<file path="src/rtl/pic_pkg.sv">
package pic_pkg;
    localparam int LINES   = 8;
    localparam int LINE_W  = $clog2(LINES);
    localparam int BYTE_W  = 8;

    // bit positions the command decode depends on
    localparam int B_START = 4;
    localparam int B_GRP   = 3;

    typedef enum logic [1:0] {
        STEP_IDLE,
        STEP_BASE,
        STEP_CASC,
        STEP_MODE
    } step_t;

    typedef enum logic [2:0] {
        CMD_NONE,
        CMD_START,
        CMD_EOI_GRP,
        CMD_SEL_GRP,
        CMD_DATA
    } cmd_t;

    localparam logic [2:0] EOI_NONSPEC = 3'b001;
    localparam logic [2:0] EOI_SPEC    = 3'b011;
endpackage

</file>
<file path="src/rtl/pic_cmd_decode.sv">
module pic_cmd_decode
    import pic_pkg::*;
(
    input  logic              wr_en,
    input  logic              addr,
    input  logic [BYTE_W-1:0] wdata,
    output cmd_t              cmd
);
    always_comb begin
        cmd = CMD_NONE;
        if (wr_en) begin
            if (addr) begin
                cmd = CMD_DATA;
            end else if (wdata[B_START]) begin
                cmd = CMD_START;
            end else if (wdata[B_GRP]) begin
                cmd = CMD_SEL_GRP;
            end else begin
                cmd = CMD_EOI_GRP;
            end
        end
    end
endmodule

</file>
<file path="src/rtl/pic_init_fsm.sv">
module pic_init_fsm
    import pic_pkg::*;
(
    input  logic              clk,
    input  logic              rst_n,
    input  cmd_t              cmd,
    input  logic [BYTE_W-1:0] wdata,
    input  logic              is_master,
    output step_t             step,
    output logic [BYTE_W-1:0] mask_reg,
    output logic              edge_mode,
    output logic              cascade_mode,
    output logic [BYTE_W-1:0] vec_base,
    output logic [BYTE_W-1:0] casc_bits,
    output logic              auto_eoi
);
    step_t step_q, step_d;
    logic  want_mode;

    assign step = step_q;

    // next-state decision
    always_comb begin
        step_d = step_q;
        if (cmd == CMD_START) begin
            step_d = STEP_BASE;
        end else if (cmd == CMD_DATA) begin
            unique case (step_q)
                STEP_IDLE: step_d = STEP_IDLE;
                STEP_BASE: step_d = cascade_mode ? STEP_CASC : STEP_IDLE;
                STEP_CASC: step_d = want_mode ? STEP_MODE : STEP_IDLE;
                STEP_MODE: step_d = STEP_IDLE;
                default:   step_d = STEP_IDLE;
            endcase
        end
    end

    // state register
    always_ff @(posedge clk) begin
        if (!rst_n) step_q <= STEP_IDLE;
        else        step_q <= step_d;
    end

    // configuration outputs
    always_ff @(posedge clk) begin
        if (!rst_n) begin
            mask_reg     <= '0;
            edge_mode    <= 1'b0;
            cascade_mode <= 1'b0;
            want_mode    <= 1'b0;
            vec_base     <= '0;
            casc_bits    <= '0;
            auto_eoi     <= 1'b0;
        end else if (cmd == CMD_START) begin
            mask_reg     <= '0;
            edge_mode    <= wdata[3];
            cascade_mode <= ~wdata[1];
            want_mode    <= wdata[0];
            if (!wdata[0]) auto_eoi <= 1'b0;
        end else if (cmd == CMD_DATA) begin
            unique case (step_q)
                STEP_IDLE: mask_reg <= wdata;
                STEP_BASE: begin
                    vec_base <= {wdata[BYTE_W-1:LINE_W], {LINE_W{1'b0}}};
                    if (!cascade_mode) casc_bits <= '0;
                end
                STEP_CASC: begin
                    if (is_master) casc_bits <= wdata;
                    else           casc_bits <= {{(BYTE_W-LINE_W){1'b0}}, wdata[LINE_W-1:0]};
                end
                STEP_MODE: auto_eoi <= wdata[1];
                default: ;
            endcase
        end
    end
endmodule

</file>
<file path="src/rtl/pic_eoi_gen.sv">
module pic_eoi_gen
    import pic_pkg::*;
(
    input  logic              clk,
    input  logic              rst_n,
    input  cmd_t              cmd,
    input  logic [BYTE_W-1:0] wdata,
    input  logic [LINES-1:0]  isr_vec,
    output logic              eoi_valid,
    output logic [LINE_W-1:0] eoi_line
);
    logic [LINE_W-1:0] top_line;
    logic              any_isr;

    always_comb begin
        top_line = '0;
        for (int i = 0; i < LINES; i++) begin
            if (isr_vec[i]) top_line = LINE_W'(i);
        end
    end

    assign any_isr = |isr_vec;

    always_ff @(posedge clk) begin
        if (!rst_n) begin
            eoi_valid <= 1'b0;
            eoi_line  <= '0;
        end else begin
            eoi_valid <= 1'b0;
            if (cmd == CMD_EOI_GRP) begin
                if (wdata[7:5] == EOI_NONSPEC && any_isr) begin
                    eoi_valid <= 1'b1;
                    eoi_line  <= top_line;
                end else if (wdata[7:5] == EOI_SPEC) begin
                    eoi_valid <= 1'b1;
                    eoi_line  <= wdata[LINE_W-1:0];
                end
            end
        end
    end
endmodule

</file>
<file path="src/rtl/pic_rd_sel.sv">
module pic_rd_sel
    import pic_pkg::*;
(
    input  logic              clk,
    input  logic              rst_n,
    input  cmd_t              cmd,
    input  logic [BYTE_W-1:0] wdata,
    input  logic              addr,
    input  logic [LINES-1:0]  req_vec,
    input  logic [LINES-1:0]  isr_vec,
    input  logic [BYTE_W-1:0] mask_reg,
    output logic [BYTE_W-1:0] rdata
);
    logic sel_req;

    always_ff @(posedge clk) begin
        if (!rst_n)                              sel_req <= 1'b1;
        else if (cmd == CMD_SEL_GRP && wdata[1]) sel_req <= wdata[0];
    end

    always_comb begin
        if (addr)         rdata = mask_reg;
        else if (sel_req) rdata = BYTE_W'(req_vec);
        else              rdata = BYTE_W'(isr_vec);
    end
endmodule

</file>
<file path="src/rtl/pic_cmd_seq.sv">
module pic_cmd_seq
    import pic_pkg::*;
(
    input  logic              clk,
    input  logic              rst_n,
    input  logic              wr_en,
    input  logic              addr,
    input  logic [7:0]        wdata,
    input  logic              is_master,
    input  logic [7:0]        req_vec,
    input  logic [7:0]        isr_vec,
    output logic [7:0]        rdata,
    output logic [7:0]        mask_reg,
    output logic              edge_mode,
    output logic              cascade_mode,
    output logic [7:0]        vec_base,
    output logic [7:0]        casc_bits,
    output logic              auto_eoi,
    output logic              eoi_valid,
    output logic [2:0]        eoi_line
);
    cmd_t  cmd;
    step_t step;

    pic_cmd_decode u_dec (
        .wr_en (wr_en),
        .addr  (addr),
        .wdata (wdata),
        .cmd   (cmd)
    );

    pic_init_fsm u_fsm (
        .clk          (clk),
        .rst_n        (rst_n),
        .cmd          (cmd),
        .wdata        (wdata),
        .is_master    (is_master),
        .step         (step),
        .mask_reg     (mask_reg),
        .edge_mode    (edge_mode),
        .cascade_mode (cascade_mode),
        .vec_base     (vec_base),
        .casc_bits    (casc_bits),
        .auto_eoi     (auto_eoi)
    );

    pic_eoi_gen u_eoi (
        .clk       (clk),
        .rst_n     (rst_n),
        .cmd       (cmd),
        .wdata     (wdata),
        .isr_vec   (isr_vec),
        .eoi_valid (eoi_valid),
        .eoi_line  (eoi_line)
    );

    pic_rd_sel u_rd (
        .clk      (clk),
        .rst_n    (rst_n),
        .cmd      (cmd),
        .wdata    (wdata),
        .addr     (addr),
        .req_vec  (req_vec),
        .isr_vec  (isr_vec),
        .mask_reg (mask_reg),
        .rdata    (rdata)
    );
endmodule

</file>
<file path="config.mk">
export PLATFORM = sky130hd
export DESIGN_NAME = pic_cmd_seq
export DESIGN_NICKNAME = d
export VERILOG_FILES = /design/src/rtl/pic_pkg.sv /design/src/rtl/pic_cmd_decode.sv /design/src/rtl/pic_init_fsm.sv /design/src/rtl/pic_eoi_gen.sv /design/src/rtl/pic_rd_sel.sv /design/src/rtl/pic_cmd_seq.sv
export SDC_FILE = /design/constraint.sdc
export NUM_CORES = 1
export LEC_CHECK = 0
export BUFFER_PORTS_ARGS = -buffer_cell sky130_fd_sc_hd__buf_2
export CORE_AREA = 2 2 60 62
export CTS_BUF_LIST = sky130_fd_sc_hd__clkbuf_4 sky130_fd_sc_hd__clkbuf_8 sky130_fd_sc_hd__clkbuf_16
export CTS_CLUSTER_SIZE = 16
export DETAILED_ROUTE_END_ITERATION = 12
export DIE_AREA = 0 0 62 64
export PLACE_DENSITY = 0.78
export SLEW_MARGIN = 10
export SYNTH_ARGS = -nofsm -noshare
export SYNTH_HDL_FRONTEND = slang
export SYNTH_SLANG_ARGS = --single-unit
export TNS_END_PERCENT = 50
</file>
<file path="constraint.sdc">
create_clock -name clk -period 2.5 [get_ports clk]
set_input_delay 0.5 -clock clk [delete_from_list [all_inputs] [get_ports clk]]
set_output_delay 0.5 -clock clk [all_outputs]
set_load 0.005 [all_outputs]
</file>
==> results.toml, run 1 <==
[outcome]
outcome = "finished, final reports clean"

[cts]
cts_max_path_buffers = 2
cts-htree-levels = 2
clock-sinks = 32
cts_setup_buffers = 0
cts_tree = "yes"
clk_pin_slew_ns = 0.11
cts_hold_buf = 0
cts_root_buf = "clkbuf_4"
cts_made_buffers = 5
clk_latency_ns = 0.35
cts-resized-gates = 0

[final_layout]
fin_nets = 285
final_cell_mix = "buf_2, nand2_1, dfxtp_1"
syn_to_final_growth_pct = 24.5
fin_area_mm2 = 0.00200
antennaDiodeCount = 0
final_common_cell = "buf_2"
final_layout_size_suffix_gt1_share_pct = 31.0

[timing]
fin_hold_ws_ns = 0.443
period_minus_slack_ns = 1.97
maxSlewViolCount = 0
rsz0062_at_grt = "false"
post-route-period-util_pct = 79.0
fmax_mhz = 507
tns_ns = 0
hold_viol = 0
setup_viol = 0
finalClockSkew_ns = 0.0104

[synth]
netlist_area_mm2 = 0.00161
synth_top_flop_cell = "dfxtp_1"
yosysWarnings = 0
synth_edf_count = 0
synth_cell_types = 34
avgSynthCellArea_um2 = 8.46
yosysSeqAreaShare_pct = 39.8
ys_ff_latch = 32
async_reset_ff_share_pct = 0
synth_cells = 190

[power_and_ir_drop]
p_clk_share_pct = 31.9
combinationalPowerShare_pct = 14.6
power_density_mw_per_mm2 = 495
leakage_nw = 0.976
swShare_pct = 27.7
p_int_w = 0.000717
fin_total_pwr_w = 0.000992
peakVddDrop_mv = 0.370
p_sw_w = 0.000275
pwr-share-seq_pct = 53.5

[job]
maxCapViolCount = 0

[routing]
drtAntennaViolNets = 0
drt-pass1-iter-count = 4
initialDrtViolationCount = 47
post-route-drc-count = 0
wl_per_cell_um = 13.2
num_vias = 1531
routed_wl_mm = 3.94
viasPerCell = 5.14

[setup_path]
r2r_slack_ns = 0.99
cp-end-kind = "primary output"
cp_max_fo = 9
path_class = "flip-flop to primary output"
arrival_ns = 1.47
critPathRequiredTime_ns = 2.00
cp-start-kind = "flip-flop"

[die]
die_x_um = 62
pin_count = 68
die-area_mm2 = 0.00397
initial_core_util_pct = 49.0
dieHeight_um = 64
rows = 21
core_area_mm2 = 0.00328

[placement]
placed_area_mm2 = 0.00194
gp_congestion = 0.706
hpwl_mm = 2.87
io_buffers = 64

[global_route]
grt_pass1_vias = 1332
grt_pass1_wl_mm = 6.02
grtUsageTotal_pct = 20.6
antenna_found_initial = 0
grt.overflow.total = 0
grt_max_degree = 25

[hold_path]
hold_path_class = "input pin to flip-flop"
[logic make-up (layout without fill, tap and decap cells)]
family / count (synthesis) / count (layout) / synth area share, %
AND/OR/NAND/NOR: 82 / 82 / 25.4
AO/OA/AOI/OAI: 35 / 35 / 14.7
flip-flops: 32 / 32 / 39.8
multiplexers: 18 / 18 / 11.3
buffers and inverters: 17 / 77 / 4.67
adder cells (fa/ha/maj): 5 / 5 / 3.89
other: 1 / 3 / 0.233
[per-stage QoR]
stage / setup WS (ns) / util [%] / std cells
2_1_floorplan: 0.752 / - / 192
6_report: 0.526 / 61.0 / 298
3_3_place_gp: 0.575 / 59.1 / 290
3_5_place_dp: 0.553 / 59.1 / 290
5_1_grt: 0.408 / 61.0 / 298
4_1_cts: 0.522 / 61.0 / 298
[worst max-delay path, cell delays in order, from the launching register on]
cell and delay [ns]:
dfxtp_1 0.62, mux2i_1 0.28, o21ai_0 0.10, buf_2 0.14
[cells in the mapped netlist, types with 2 or more instances]
cell type / instances / share of area, %
and2_1: 2 / 0.78
nand4_1: 5 / 1.9
a21boi_0: 9 / 4.2
nand2_1: 35 / 8.2
inv_1: 4 / 0.93
ha_1: 5 / 3.9
nand3_1: 14 / 4.4
nor2_1: 5 / 1.2
mux2i_1: 17 / 11
nor2b_1: 8 / 3.1
clkbuf_1: 9 / 2.1
a21oi_1: 9 / 2.8
o21ai_0: 10 / 3.1
buf_4: 3 / 1.4
nor3b_1: 4 / 1.9
dfxtp_1: 32 / 40
nor3_1: 2 / 0.62
[power by group through the flow]
stage	Clock, W	Sequential (W)	Combinational [W]
after floorplan	0	0.000542	0.0000782
after global placement	0	0.000542	0.000142
after detailed placement	0	0.000543	0.000144
after CTS	0.000321	0.000531	0.000144
after global routing	0.000350	0.000533	0.000162
final	0.000316	0.000531	0.000144
[path summary, 6_finish.rpt]
kind | start | end | cells after the start
min reg2reg | u_fsm.casc_bits[7] | u_fsm.casc_bits[7] | 2
max | u_rd.sel_req | rdata[3] | 3
min | wdata[2] | u_fsm.casc_bits[2] | 3
max reg2reg | u_fsm.step[0] | u_fsm.casc_bits[3] | 5
[cell type report]
class / count / area [um2]
inverter: 4 / 15.0
fill: 314 / 1280
timing repair buffer: 65 / 328
tap: 46 / 57.6
multi-input combinational: 143 / 900
clock buffer: 6 / 51.3
sequential: 32 / 641
clock inverter: 2 / 10.0
[per-layer routing]
| metal | vias to the layer above | GRT usage (%) | share of wire (%) |
|---|---|---|---|
| li1 | 777 | - | - |
| met3 | 4 | 7.69 | 7.6 |
| met2 | 66 | 32.2 | 45 |
| met5 | - | 0 | 0 |
| met4 | 0 | 5.59 | 0.61 |
| met1 | 684 | 26.3 | 47 |
(Power assumes the default switching activity.)
==> run 2, diff against run 1 <==
--- a/config.mk
+++ b/config.mk
@@ -6,12 +6,12 @@
 export NUM_CORES = 1
 export LEC_CHECK = 0
 export BUFFER_PORTS_ARGS = -buffer_cell sky130_fd_sc_hd__buf_2
-export CORE_AREA = 2 2 60 62
+export CORE_AREA = 2 2 65 67
 export CTS_BUF_LIST = sky130_fd_sc_hd__clkbuf_4 sky130_fd_sc_hd__clkbuf_8 sky130_fd_sc_hd__clkbuf_16
 export CTS_CLUSTER_SIZE = 16
 export DETAILED_ROUTE_END_ITERATION = 12
-export DIE_AREA = 0 0 62 64
-export PLACE_DENSITY = 0.78
+export DIE_AREA = 0 0 67 69
+export PLACE_DENSITY = 0.7
 export SLEW_MARGIN = 10
 export SYNTH_ARGS = -nofsm -noshare
 export SYNTH_HDL_FRONTEND = slang
==> constraint.sdc (replaced) <==
create_clock -name clk -period 1.75 [get_ports clk]
set_input_delay 0.35 -clock clk [delete_from_list [all_inputs] [get_ports clk]]
set_output_delay 0.35 -clock clk [all_outputs]
set_load 0.005 [all_outputs]
==> results.toml, run 2 (synthesis results as in run 1) <==
[outcome]
outcome = "finished, final reports clean"

[final_layout]
fin_nets = 297
final_common_cell = "buf_2"
final_layout_size_suffix_gt1_share_pct = 34.2
final_cell_mix = "buf_2, nand2_1, dfxtp_1"
syn_to_final_growth_pct = 31.8
antennaDiodeCount = 0
fin_area_mm2 = 0.00212

[power_and_ir_drop]
combinationalPowerShare_pct = 14.8
power_density_mw_per_mm2 = 724
peakVddDrop_mv = 0.440
swShare_pct = 26.0
leakage_nw = 1.04
p_int_w = 0.00113
p_clk_share_pct = 35.7
p_sw_w = 0.000399
pwr-share-seq_pct = 49.5
fin_total_pwr_w = 0.00153

[die]
pin_count = 68
rows = 23
die-area_mm2 = 0.00462
dieHeight_um = 69
core_area_mm2 = 0.00391
initial_core_util_pct = 41.1
die_x_um = 67

[setup_path]
r2r_slack_ns = 0.24
cp-startpoint = "u_rd.sel_req"
cp_max_fo = 9
r2r-end = "u_fsm.casc_bits[3]"
slowest_stage = "dfxtp_2"
cp-end-kind = "primary output"
cpPeakStageDelay_ns = 0.47
critPathRequiredTime_ns = 1.40
arrival_ns = 1.21
cp-endpoint = "rdata[4]"
crit_chain = "mux2i_1, o21ai_0, buf_2"
timing.rr.start = "u_fsm.step[1]"
reg2reg_depth = 5
cp-start-kind = "flip-flop"
path_class = "flip-flop to primary output"

[placement]
placed_area_mm2 = 0.00204
gp_congestion = 0.875
hpwl_mm = 3.27
io_buffers = 64
post-place-ws_ns = -0.00670

[global_route]
grt_pass1_wl_mm = 6.95
grt_max_degree = 18
grtUsageTotal_pct = 19.4
antenna_found_initial = 0
grt.overflow.total = 0
grt_pass1_vias = 1477

[routing]
post-route-drc-count = 0
num_vias = 1596
drt-pass1-iter-count = 4
drtAntennaViolNets = 0
initialDrtViolationCount = 83
wl_per_cell_um = 13.8
viasPerCell = 5.10
routed_wl_mm = 4.32

[timing]
rsz0062_at_grt = "false"
maxSlewViolCount = 0
fin_hold_ws_ns = 0.326
timing.final.ws_setup_ns = 0.189
finalClockSkew_ns = 0.00371
period_minus_slack_ns = 1.56
fmax_mhz = 641
setup_viol = 0
hold_viol = 0
post-route-period-util_pct = 89.2

[cts]
cts_root_buf = "clkbuf_8"
cts_tree = "yes"
clk_pin_slew_ns = 0.06
cts_hold_buf = 0
cts_max_path_buffers = 2
cts-htree-levels = 2
clock-sinks = 32
clk_latency_ns = 0.28
cts_made_buffers = 5

[job]
maxCapViolCount = 0

[hold_path]
hp-start = "rst_n"
hold_path_class = "input pin to flip-flop"
[run 2: worst max-delay path, delay by kind of cell (launching register included)]
family / cells / cell delay (ns)
flops: 1 / 0.47
mux: 1 / 0.24
buf+inv: 1 / 0.13
compound gates: 1 / 0.09
[run 2: timing repair]
action	CTS	global route
resized for setup	1	0
setup buffers	0	0
endpoints found under the setup margin	2	0
[run 2: layer usage]
layer	GRT usage [%]	part of all wire [%]	routed length, um
met3	6.36	11	462
met2	30.5	45	1920
met4	4.76	0.74	32
met1	25.5	44	1900
met5	0	0	0
[run 2: metrics by stage]
| step | instances | util, % | setup TNS (ns) |
|---|---|---|---|
| after global routing | 313 | 54.1 | 0 |
| after CTS | 313 | 54.1 | 0 |
| after detailed placement | 306 | 52.0 | -0.0115 |
| after global placement | 306 | 52.0 | 0 |
| final | 313 | 54.1 | 0 |
| after floorplan | 192 | - | 0 |
[run 2: power by group through the flow]
stage / clock network, W / logic (W) / registers, W
2_1_floorplan: 0 / 0.000112 / 0.000774
3_3_place_gp: 0 / 0.000225 / 0.000775
3_5_place_dp: 0 / 0.000226 / 0.000776
4_1_cts: 0.000560 / 0.000228 / 0.000760
5_1_grt: 0.000595 / 0.000254 / 0.000762
6_report: 0.000547 / 0.000227 / 0.000759
[run 2: layout make-up]
type                            instances  area, um2
Clock buffer                            6       76.3
Clock inverter                          1       5.00
Fill cell                             394       1800
Inverter                                4       15.0
Multi-Input combinational cell        143        900
Sequential cell                        32        642
Tap cell                               50       62.6
Timing Repair Buffer                   77        418
[run 2: worst min path at each step]
stage	to	depth (start not counted)
after global placement	u_fsm.casc_bits[1]	2
after floorplan	u_fsm.casc_bits[0]	2
after global routing	u_rd.sel_req	2
after detailed placement	u_fsm.casc_bits[5]	2
after CTS	u_rd.sel_req	2
final	u_rd.sel_req	2
